`config.mk`:
```
export PLATFORM = sky130hd
export DESIGN_NAME = divn_counter
export DESIGN_NICKNAME = d
export VERILOG_FILES = /design/src/rtl/divn_pkg.sv /design/src/rtl/divn_term.sv /design/src/rtl/divn_next.sv /design/src/rtl/divn_decode.sv /design/src/rtl/divn_counter.sv
export SDC_FILE = /design/constraint.sdc
export NUM_CORES = 1
export LEC_CHECK = 0
export BUFFER_PORTS_ARGS = -buffer_cell sky130_fd_sc_hd__buf_2
export CAP_MARGIN = 40
export CORE_ASPECT_RATIO = 1.75
export CORE_MARGIN = 10
export CORE_UTILIZATION = 35
export CTS_CLUSTER_DIAMETER = 200
export DETAILED_ROUTE_END_ITERATION = 6
export PLACE_DENSITY_LB_ADDON = 0.2
export SETUP_SLACK_MARGIN = 0.02
export SYNTH_ARGS = -nofsm -noshare
export SYNTH_HDL_FRONTEND = slang
export SYNTH_SLANG_ARGS = --single-unit
```
`constraint.sdc`:
```
create_clock -name clk -period 2.3 [get_ports clk]
set_clock_uncertainty 0.05 [all_clocks]
set_input_delay 0.345 -clock clk [delete_from_list [all_inputs] [get_ports clk]]
set_output_delay 0.345 -clock clk [all_outputs]
set_load 0.01 [all_outputs]
```
`src/rtl/divn_pkg.sv`:
```
package divn_pkg;
    localparam int JW   = 5;          // Johnson ring width
    localparam int NCNT = 2 * JW;     // number of decoded counts
    localparam int SELW = 4;          // width of the N selector
    localparam int CARRY_SPLIT = JW;  // carry high below this count

    typedef enum logic [JW-1:0] {
        CNT0 = 5'b00000,
        CNT1 = 5'b00001,
        CNT2 = 5'b00011,
        CNT3 = 5'b00111,
        CNT4 = 5'b01111,
        CNT5 = 5'b11111,
        CNT6 = 5'b11110,
        CNT7 = 5'b11100,
        CNT8 = 5'b11000,
        CNT9 = 5'b10000
    } jstate_t;

    // Johnson code of count k: ones fill from the bottom, then drain from the bottom
    function automatic logic [JW-1:0] code_of(input int k);
        logic [JW-1:0] c;
        for (int i = 0; i < JW; i++) begin
            if (k <= JW) c[i] = (i < k);
            else         c[i] = (i >= k - JW);
        end
        return c;
    endfunction

    // effective terminal count: out-of-range selections fall back to the full ring
    function automatic int term_of(input logic [SELW-1:0] n);
        if (n >= 2 && int'(n) <= NCNT) return int'(n);
        return NCNT;
    endfunction
endpackage

```
`src/rtl/divn_term.sv`:
```
module divn_term
    import divn_pkg::*;
(
    input  logic [SELW-1:0] n_sel,
    output jstate_t         last_st
);
    always_comb begin
        last_st = jstate_t'(code_of(term_of(n_sel) - 1));
    end
endmodule

```
`src/rtl/divn_next.sv`:
```
module divn_next
    import divn_pkg::*;
(
    input  jstate_t cur,
    input  jstate_t last_st,
    output jstate_t nxt
);
    jstate_t step_st;

    // STEP transition around the ring; RECOVER for any unnamed code
    always_comb begin
        unique case (cur)
            CNT0:    step_st = CNT1;
            CNT1:    step_st = CNT2;
            CNT2:    step_st = CNT3;
            CNT3:    step_st = CNT4;
            CNT4:    step_st = CNT5;
            CNT5:    step_st = CNT6;
            CNT6:    step_st = CNT7;
            CNT7:    step_st = CNT8;
            CNT8:    step_st = CNT9;
            CNT9:    step_st = CNT0;
            default: step_st = CNT0;
        endcase
    end

    // RESTART has priority over STEP
    always_comb begin
        if (cur == last_st) nxt = CNT0;
        else                nxt = step_st;
    end
endmodule

```
`src/rtl/divn_decode.sv`:
```
module divn_decode
    import divn_pkg::*;
(
    input  logic [JW-1:0]   st,
    output logic [NCNT-1:0] dec,
    output logic            carry
);
    for (genvar k = 0; k < NCNT; k++) begin : g_dec
        if (k == 0) begin : g_zero
            assign dec[k] = ~st[JW-1] & ~st[0];
        end else if (k < JW) begin : g_fill
            assign dec[k] = st[k-1] & ~st[k];
        end else if (k == JW) begin : g_full
            assign dec[k] = st[JW-1] & st[0];
        end else begin : g_drain
            assign dec[k] = ~st[k-JW-1] & st[k-JW];
        end
    end

    assign carry = ~st[JW-1];
endmodule

```
`src/rtl/divn_counter.sv`:
```
module divn_counter
    import divn_pkg::*;
(
    input  logic            clk,
    input  logic            rst,
    input  logic            inhibit,
    input  logic [SELW-1:0] n_sel,
    output logic [NCNT-1:0] dec_out,
    output logic            carry_out
);
    jstate_t state_q;
    jstate_t state_d;
    jstate_t last_st;

    divn_term u_term (
        .n_sel   (n_sel),
        .last_st (last_st)
    );

    divn_next u_next (
        .cur     (state_q),
        .last_st (last_st),
        .nxt     (state_d)
    );

    // state register: asynchronous master reset, clock gated by inhibit
    always_ff @(posedge clk or posedge rst) begin
        if (rst)           state_q <= CNT0;
        else if (!inhibit) state_q <= state_d;
    end

    // output process: decode the ring pairs
    divn_decode u_dec (
        .st    (state_q),
        .dec   (dec_out),
        .carry (carry_out)
    );
endmodule

```
* After elaboration in Yosys (flattened, before gate mapping)
Memory sizes are Yosys's and may differ from the RTL's.
Cells that the tools add are included.
** Storage, ports and cells
- Register bits after elaboration :: 5
- Bits in read-only memories :: 160
- Input bits :: 7
- Output and inout port bits :: 11
- Logic and storage cells :: 43
- Memories :: 1
** Memory list
- (no name shown) :: words 32, width 5, rd ports 1, clocked after memory_dff 0, wr ports 0, line divn_next.sv:12 : unique case (cur)
** Operators by class
- Add/subtract/negate cells :: 2
- Magnitude comparators :: 13
- Equal/unequal tests :: 1
- Muxes and demuxes :: 9
- Bitwise operators :: 15
- Reductions and logical operators :: 1
** Operators by type and width (number)
- 3-bit by 32-bit >= comparator with 1-bit output (first input constant) :: 2
- 3-bit by 32-bit < comparator with 1-bit output (first input constant) :: 2
- 1-bit by 32-bit >= comparator with 1-bit output (first input constant) :: 1
- 2-bit by 32-bit >= comparator with 1-bit output (first input constant) :: 1
- 4-bit by 32-bit >= comparator with 1-bit output (first input constant) :: 1
- 32-bit by 4-bit <= comparator with 1-bit output (second input constant) :: 1
- 1-bit by 32-bit < comparator with 1-bit output (first input constant) :: 1
- 2-bit by 32-bit < comparator with 1-bit output (first input constant) :: 1
- 4-bit by 32-bit < comparator with 1-bit output (first input constant) :: 1
- 32-bit by 4-bit subtractor with 32-bit output (second input constant) :: 1
- 1-bit bitwise AND :: 10
- 4-bit 2-to-1 mux :: 2
- 1-bit 2-to-1 mux :: 6
- 5-bit == test :: 1
- 5-bit 2-to-1 mux :: 1
- 1-bit NOT :: 5
- 4-bit by 1-bit subtractor with 5-bit output (second input constant) :: 1
- 4-bit by 2-bit >= comparator with 1-bit output (second input constant) :: 1
- 4-bit <= comparator (second input constant) :: 1
- 1-bit logical AND :: 1

* Longest topological paths before layout
- Depth after elaboration :: 10
- Depth in mapped cells :: 17
- Gate-level depth less buffers :: 15

* By module
A second synthesis with hierarchy kept.
** Unflattened totals
- Cells, all modules :: 122
- Area, all modules :: 985.9 um2
** By module, submodules not included
- divn_term :: instances 1, cells an instance 78, area an instance 579.3 um2, sequential area each 0.0 um2
- divn_counter :: instances 1, cells an instance 11, area an instance 185.2 um2, sequential area each 125.1 um2
- divn_next :: instances 1, cells an instance 22, area an instance 152.6 um2, sequential area each 0.0 um2
- divn_decode :: instances 1, cells an instance 11, area an instance 68.8 um2, sequential area each 0.0 um2

* Worst setup path after synthesis
OpenSTA, ideal clock, no wires.
- Path kind :: in2reg
- Start :: input n_sel[3]
- End :: register state_q[2]
- Setup time :: 145 ps
- Arrival :: 3424 ps
- Data required time :: 2105 ps
- Slack :: -1318 ps
- Stages on the path :: 16
- Path buffers :: 2
- Cell sequence :: buf_4 and2b_4 inv_1 a21o_1 inv_1 ha_1 and2_1 ha_1 buf_1 o21ai_0 o41a_1 nand2_1 a211oi_1 a211o_1 o41ai_2 o22ai_1
** Between the ends
- Word-level cells in the longest chain between the ends :: 10
- Elaborated cells on any way between the ends :: 26
- Classes of those cells :: add/sub (2); order compare (13); eq/ne (1); mux (9); reduce/logical (1)
** Ends and longest elaborated chain
- start: declaration :: line divn_counter.sv:7 : input logic [SELW-1:0] n_sel,
- 4-bit by 2-bit >= comparator with 1-bit output or 4-bit <= comparator (tied branches) :: line divn_pkg.sv:32 : if (n >= 2 && int'(n) <= NCNT) return int'(n);
- 1-bit logical AND :: line divn_pkg.sv:32
- 4-bit 2-to-1 mux or 1-bit 2-to-1 mux (tied branches) :: line divn_pkg.sv:32
- 4-bit 2-to-1 mux * :: line divn_pkg.sv:33 : return NCNT;
- 4-bit by 1-bit subtractor with 5-bit output * :: line divn_term.sv:8 : last_st = jstate_t'(code_of(term_of(n_sel) - 1));
- 32-bit by 4-bit subtractor with 32-bit output :: line divn_pkg.sv:25 : else c[i] = (i >= k - JW);
- 1-bit by 32-bit >= comparator with 1-bit output, or another cell as far along :: line divn_pkg.sv:25
- 1-bit 2-to-1 mux :: line divn_pkg.sv:24 : if (k <= JW) c[i] = (i < k);
- 5-bit == test * :: line divn_next.sv:29 : if (cur == last_st) nxt = CNT0;
- 5-bit 2-to-1 mux * :: line divn_next.sv:29
- end signal: assignment :: line divn_counter.sv:29 : else if (!inhibit) state_q <= state_d;
- end: declaration :: line divn_counter.sv:11 : jstate_t state_q;
Mark *: on every way between the ends. The rest lies on a longest branch, timed or not.
A chain may end at the register's enable or synchronous reset.

* Final worst setup path
- Start :: input n_sel[3]
- End :: register state_q[1]
The elaborated chain is that of the path after synthesis.

==> reports/metrics.yaml <==
global_routing:
  track_usage: 0.139
  grt-ovfl-total: 0
  grt_pass1_vias: 1683
  grt_antenna_before_repair: 0
  grt_max_degree: 10
  grt_pass1_wl_mm: 7.33
logic_synthesis:
  syn_avg_cell_area_um2: 7.41
  synth_ff_type: "dfrtp_1"
  synth-seq-cells: 5
  async_flop_share: 1.00
  ys_types: 61
  yosysWarningCount: 0
  syn_area_um2: 1210
  postSynthCellCount: 163
  synth_enable_flop_cells: 0
  syn-num-nets: 178
  yosysSeqAreaShare: 0.104
critical_path:
  r2r_end: "state_q[3]"
  cp_data_required_time_ps: 2390
  crit_fanout: 5
  cp-start-kind: "input pin"
  crit_path_end: "state_q[1]"
  crit_start: "n_sel[3]"
  r2r_slack_ps: -110
  cp.arrival_ps: 3400
  cp-end-kind: "flop"
  rr_worst_depth: 8
  reg2reg_from: "state_q[3]"
  crit_type: "input pin to flop"
final_layout:
  n_antenna_cell: 0
  reg_top3: "state_q x5"
  fin_nets: 247
  multi_input_area_um2: 1160
  largest_register_ffs: 5
  area_delta_synth_final_pct: 65.2
  drive_above_1_share: 0.506
  seq_area_um2: 125
  fill_cells: 318
  regMostFlops: "state_q"
floorplanning:
  rows: 28
  die-area_um2: 6290
  die_h_um: 97.7
  die_w_um: 64.4
  io_pins: 18
  coreArea_um2: 3360
  start_util: 0.359
cts:
  clk_latency_ps: 230
  cts_tree: "done"
  clkTransAtPathRegs_ps: 30
  clock_path_buffers: 2
  h-tree-depth: 1
  cts.sinks: 5
  cts_root_buf: "clkbuf_8"
  cts_buffers: 3
sta:
  slew-limit-headroom: 0.637
  hold_ws_ps: 356
  drv_slew: 0
  tightest_slew_ps: 543
  timing.final.crit_period_ps: 3310
  finalCritPeriodShare: 1.44
  clock.fmax_ghz: 0.302
  setup_viol: 5
  grt_setup_unrepaired: "true"
  fin_ws_ps: -1010
  finalHoldViolCount: 0
outcome:
  status: "finished with violations"
  failed_checks: "negative setup slack"
drt:
  first_pass_iters: 4
  drc: 0
  drt_iter0_markers: 41
  via_per_inst: 5.60
  wirelength_mm: 4.52
  wire_per_inst_um: 16.4
  vias: 1546
  drtAntennaViolNets: 0
min_path:
  hp-class: "input pin to flop"
flow_run:
  cap_violations: 0
pwr:
  leakage_nw: 0.921
  power.density_nw_per_um2: 616
  vdd_ir_drop_max_mv: 0.667
place:
  dpl_worst_slack_ps: -1380
  hpwl_mm: 3.71
  gp_congestion: 0.934
  portBuffers: 17
[layer usage]
layer  wire (µm)  share of wire  vias to the layer above  GRT usage
met1        1730           0.38                      730      0.125
li1            -              -                      752          -
met5           0              0                        -          0
met4         225          0.050                        0      0.103
met3         115          0.025                       18     0.0208
met2        2450           0.54                       46      0.262
[cells by family (layout without fill, tap and decap cells)]
logic type,Yosys count,count (layout),share of synthesized area
AO/OA/AOI/OAI,55,55,0.374
XOR/XNOR,1,1,0.00726
adder cells (fa/ha/maj),8,8,0.0829
buffers and inverters,26,94,0.0901
flip-flops,5,5,0.104
multiplexers,4,4,0.0342
AND/OR/NAND/NOR,64,64,0.308
[critical path, stage by stage]
cell       delay, ps
buf_8            100
and2b_4          260
inv_4             30
a21o_1           170
buf_4            130
ha_1             330
nor2b_4          150
a21oi_2          100
a211oi_2         290
mux2_2           400
a2111oi_1        520
a211o_1          250
o41ai_4          110
o31ai_2          210
[cell type report]
class	instances	area share
Multi-Input combinational cell	132	0.582
Sequential cell	5	0.0627
Clock buffer	4	0.0226
Tap cell	45	0.0282
Inverter	17	0.0332
Timing Repair Buffer	73	0.271
[how the worst min path moves through the flow]
| stage | from | end | slack, ps | cells after the start |
|---|---|---|---|---|
| after floorplan | rst | state_q[0] | 70 | 1 |
| after global placement | rst | state_q[4] | 210 | 2 |
| after detailed placement | rst | state_q[4] | 220 | 2 |
| after CTS | inhibit | state_q[1] | 350 | 2 |
| after global routing | inhibit | state_q[1] | 380 | 2 |
| final | inhibit | state_q[1] | 360 | 2 |
[power breakdown]
group | leakage (nW) | switching [mW] | internal (mW)
registers | 0.0633 | 0.0575 | 0.122
clock network | 0.0228 | 0.0475 | 0.119
logic | 0.835 | 0.476 | 0.406
[synth_stat cells (all sizes together), types with 2 or more instances]
master | n | area, µm²
a2111oi | 3 | 32.5
a211o | 2 | 17.5
a211oi | 7 | 57.6
a21o | 3 | 22.5
a21oi | 6 | 33.8
a22oi | 2 | 15.0
a31oi | 3 | 18.8
and2 | 3 | 21.3
buf | 6 | 33.8
clkbuf | 3 | 11.3
dfrtp | 5 | 125
ha | 8 | 100
inv | 17 | 63.8
mux2i | 3 | 30.0
nand2 | 7 | 26.3
nand2b | 5 | 31.3
nand3 | 3 | 15.0
nor2 | 16 | 60.1
nor2b | 6 | 37.5
nor3 | 4 | 20.0
nor4 | 4 | 25.0
nor4b | 2 | 32.5
o211ai | 2 | 15.0
o21a | 2 | 15.0
o21ai | 8 | 43.8
o221ai | 2 | 17.5
o22ai | 2 | 12.5
o31ai | 2 | 20.0
o41ai | 2 | 25.0
or2 | 2 | 12.5
or3 | 4 | 25.0
or4 | 2 | 15.0
[what timing repair did]
item | in CTS | in global routing
buffers inserted | 6 | 1
resized for setup | 15 | 14
endpoints found under the hold margin | 5 | 0
endpoints found under the setup margin | 5 | 5
hold buffers | 1 | 0
pin swaps | 11 | 11
[per-stage QoR]
step | cells | setup TNS, ps | power (mW) | area, µm² | utilization
floorplan | 163 | -5000 | 0.696 | 1320 | -
global placement | 264 | -6440 | 0.989 | 1740 | 0.518
detailed placement | 264 | -6770 | 1.00 | 1740 | 0.518
CTS | 275 | -4900 | 1.21 | 1910 | 0.569
global route | 276 | -5550 | 1.32 | 1990 | 0.593
finish | 276 | -4950 | 1.23 | 1990 | 0.593
[placed cells by master, fill, tap and decap left out, types with 3 or more instances in the layout]
cell      count
buf_2        15
or3_1         3
mux2i_1       3
a21o_1        3
nand2_1       6
nor2b_1       5
dfrtp_1       5
clkbuf_8      3
buf_4        53
a211oi_1      5
nand3_1       3
ha_1          4
nor3_1        3
nand2b_1      4
inv_1        14
o21ai_0       4
a21oi_1       5
a31oi_1       3
nor2_1       16
(Power assumes the default switching activity.)
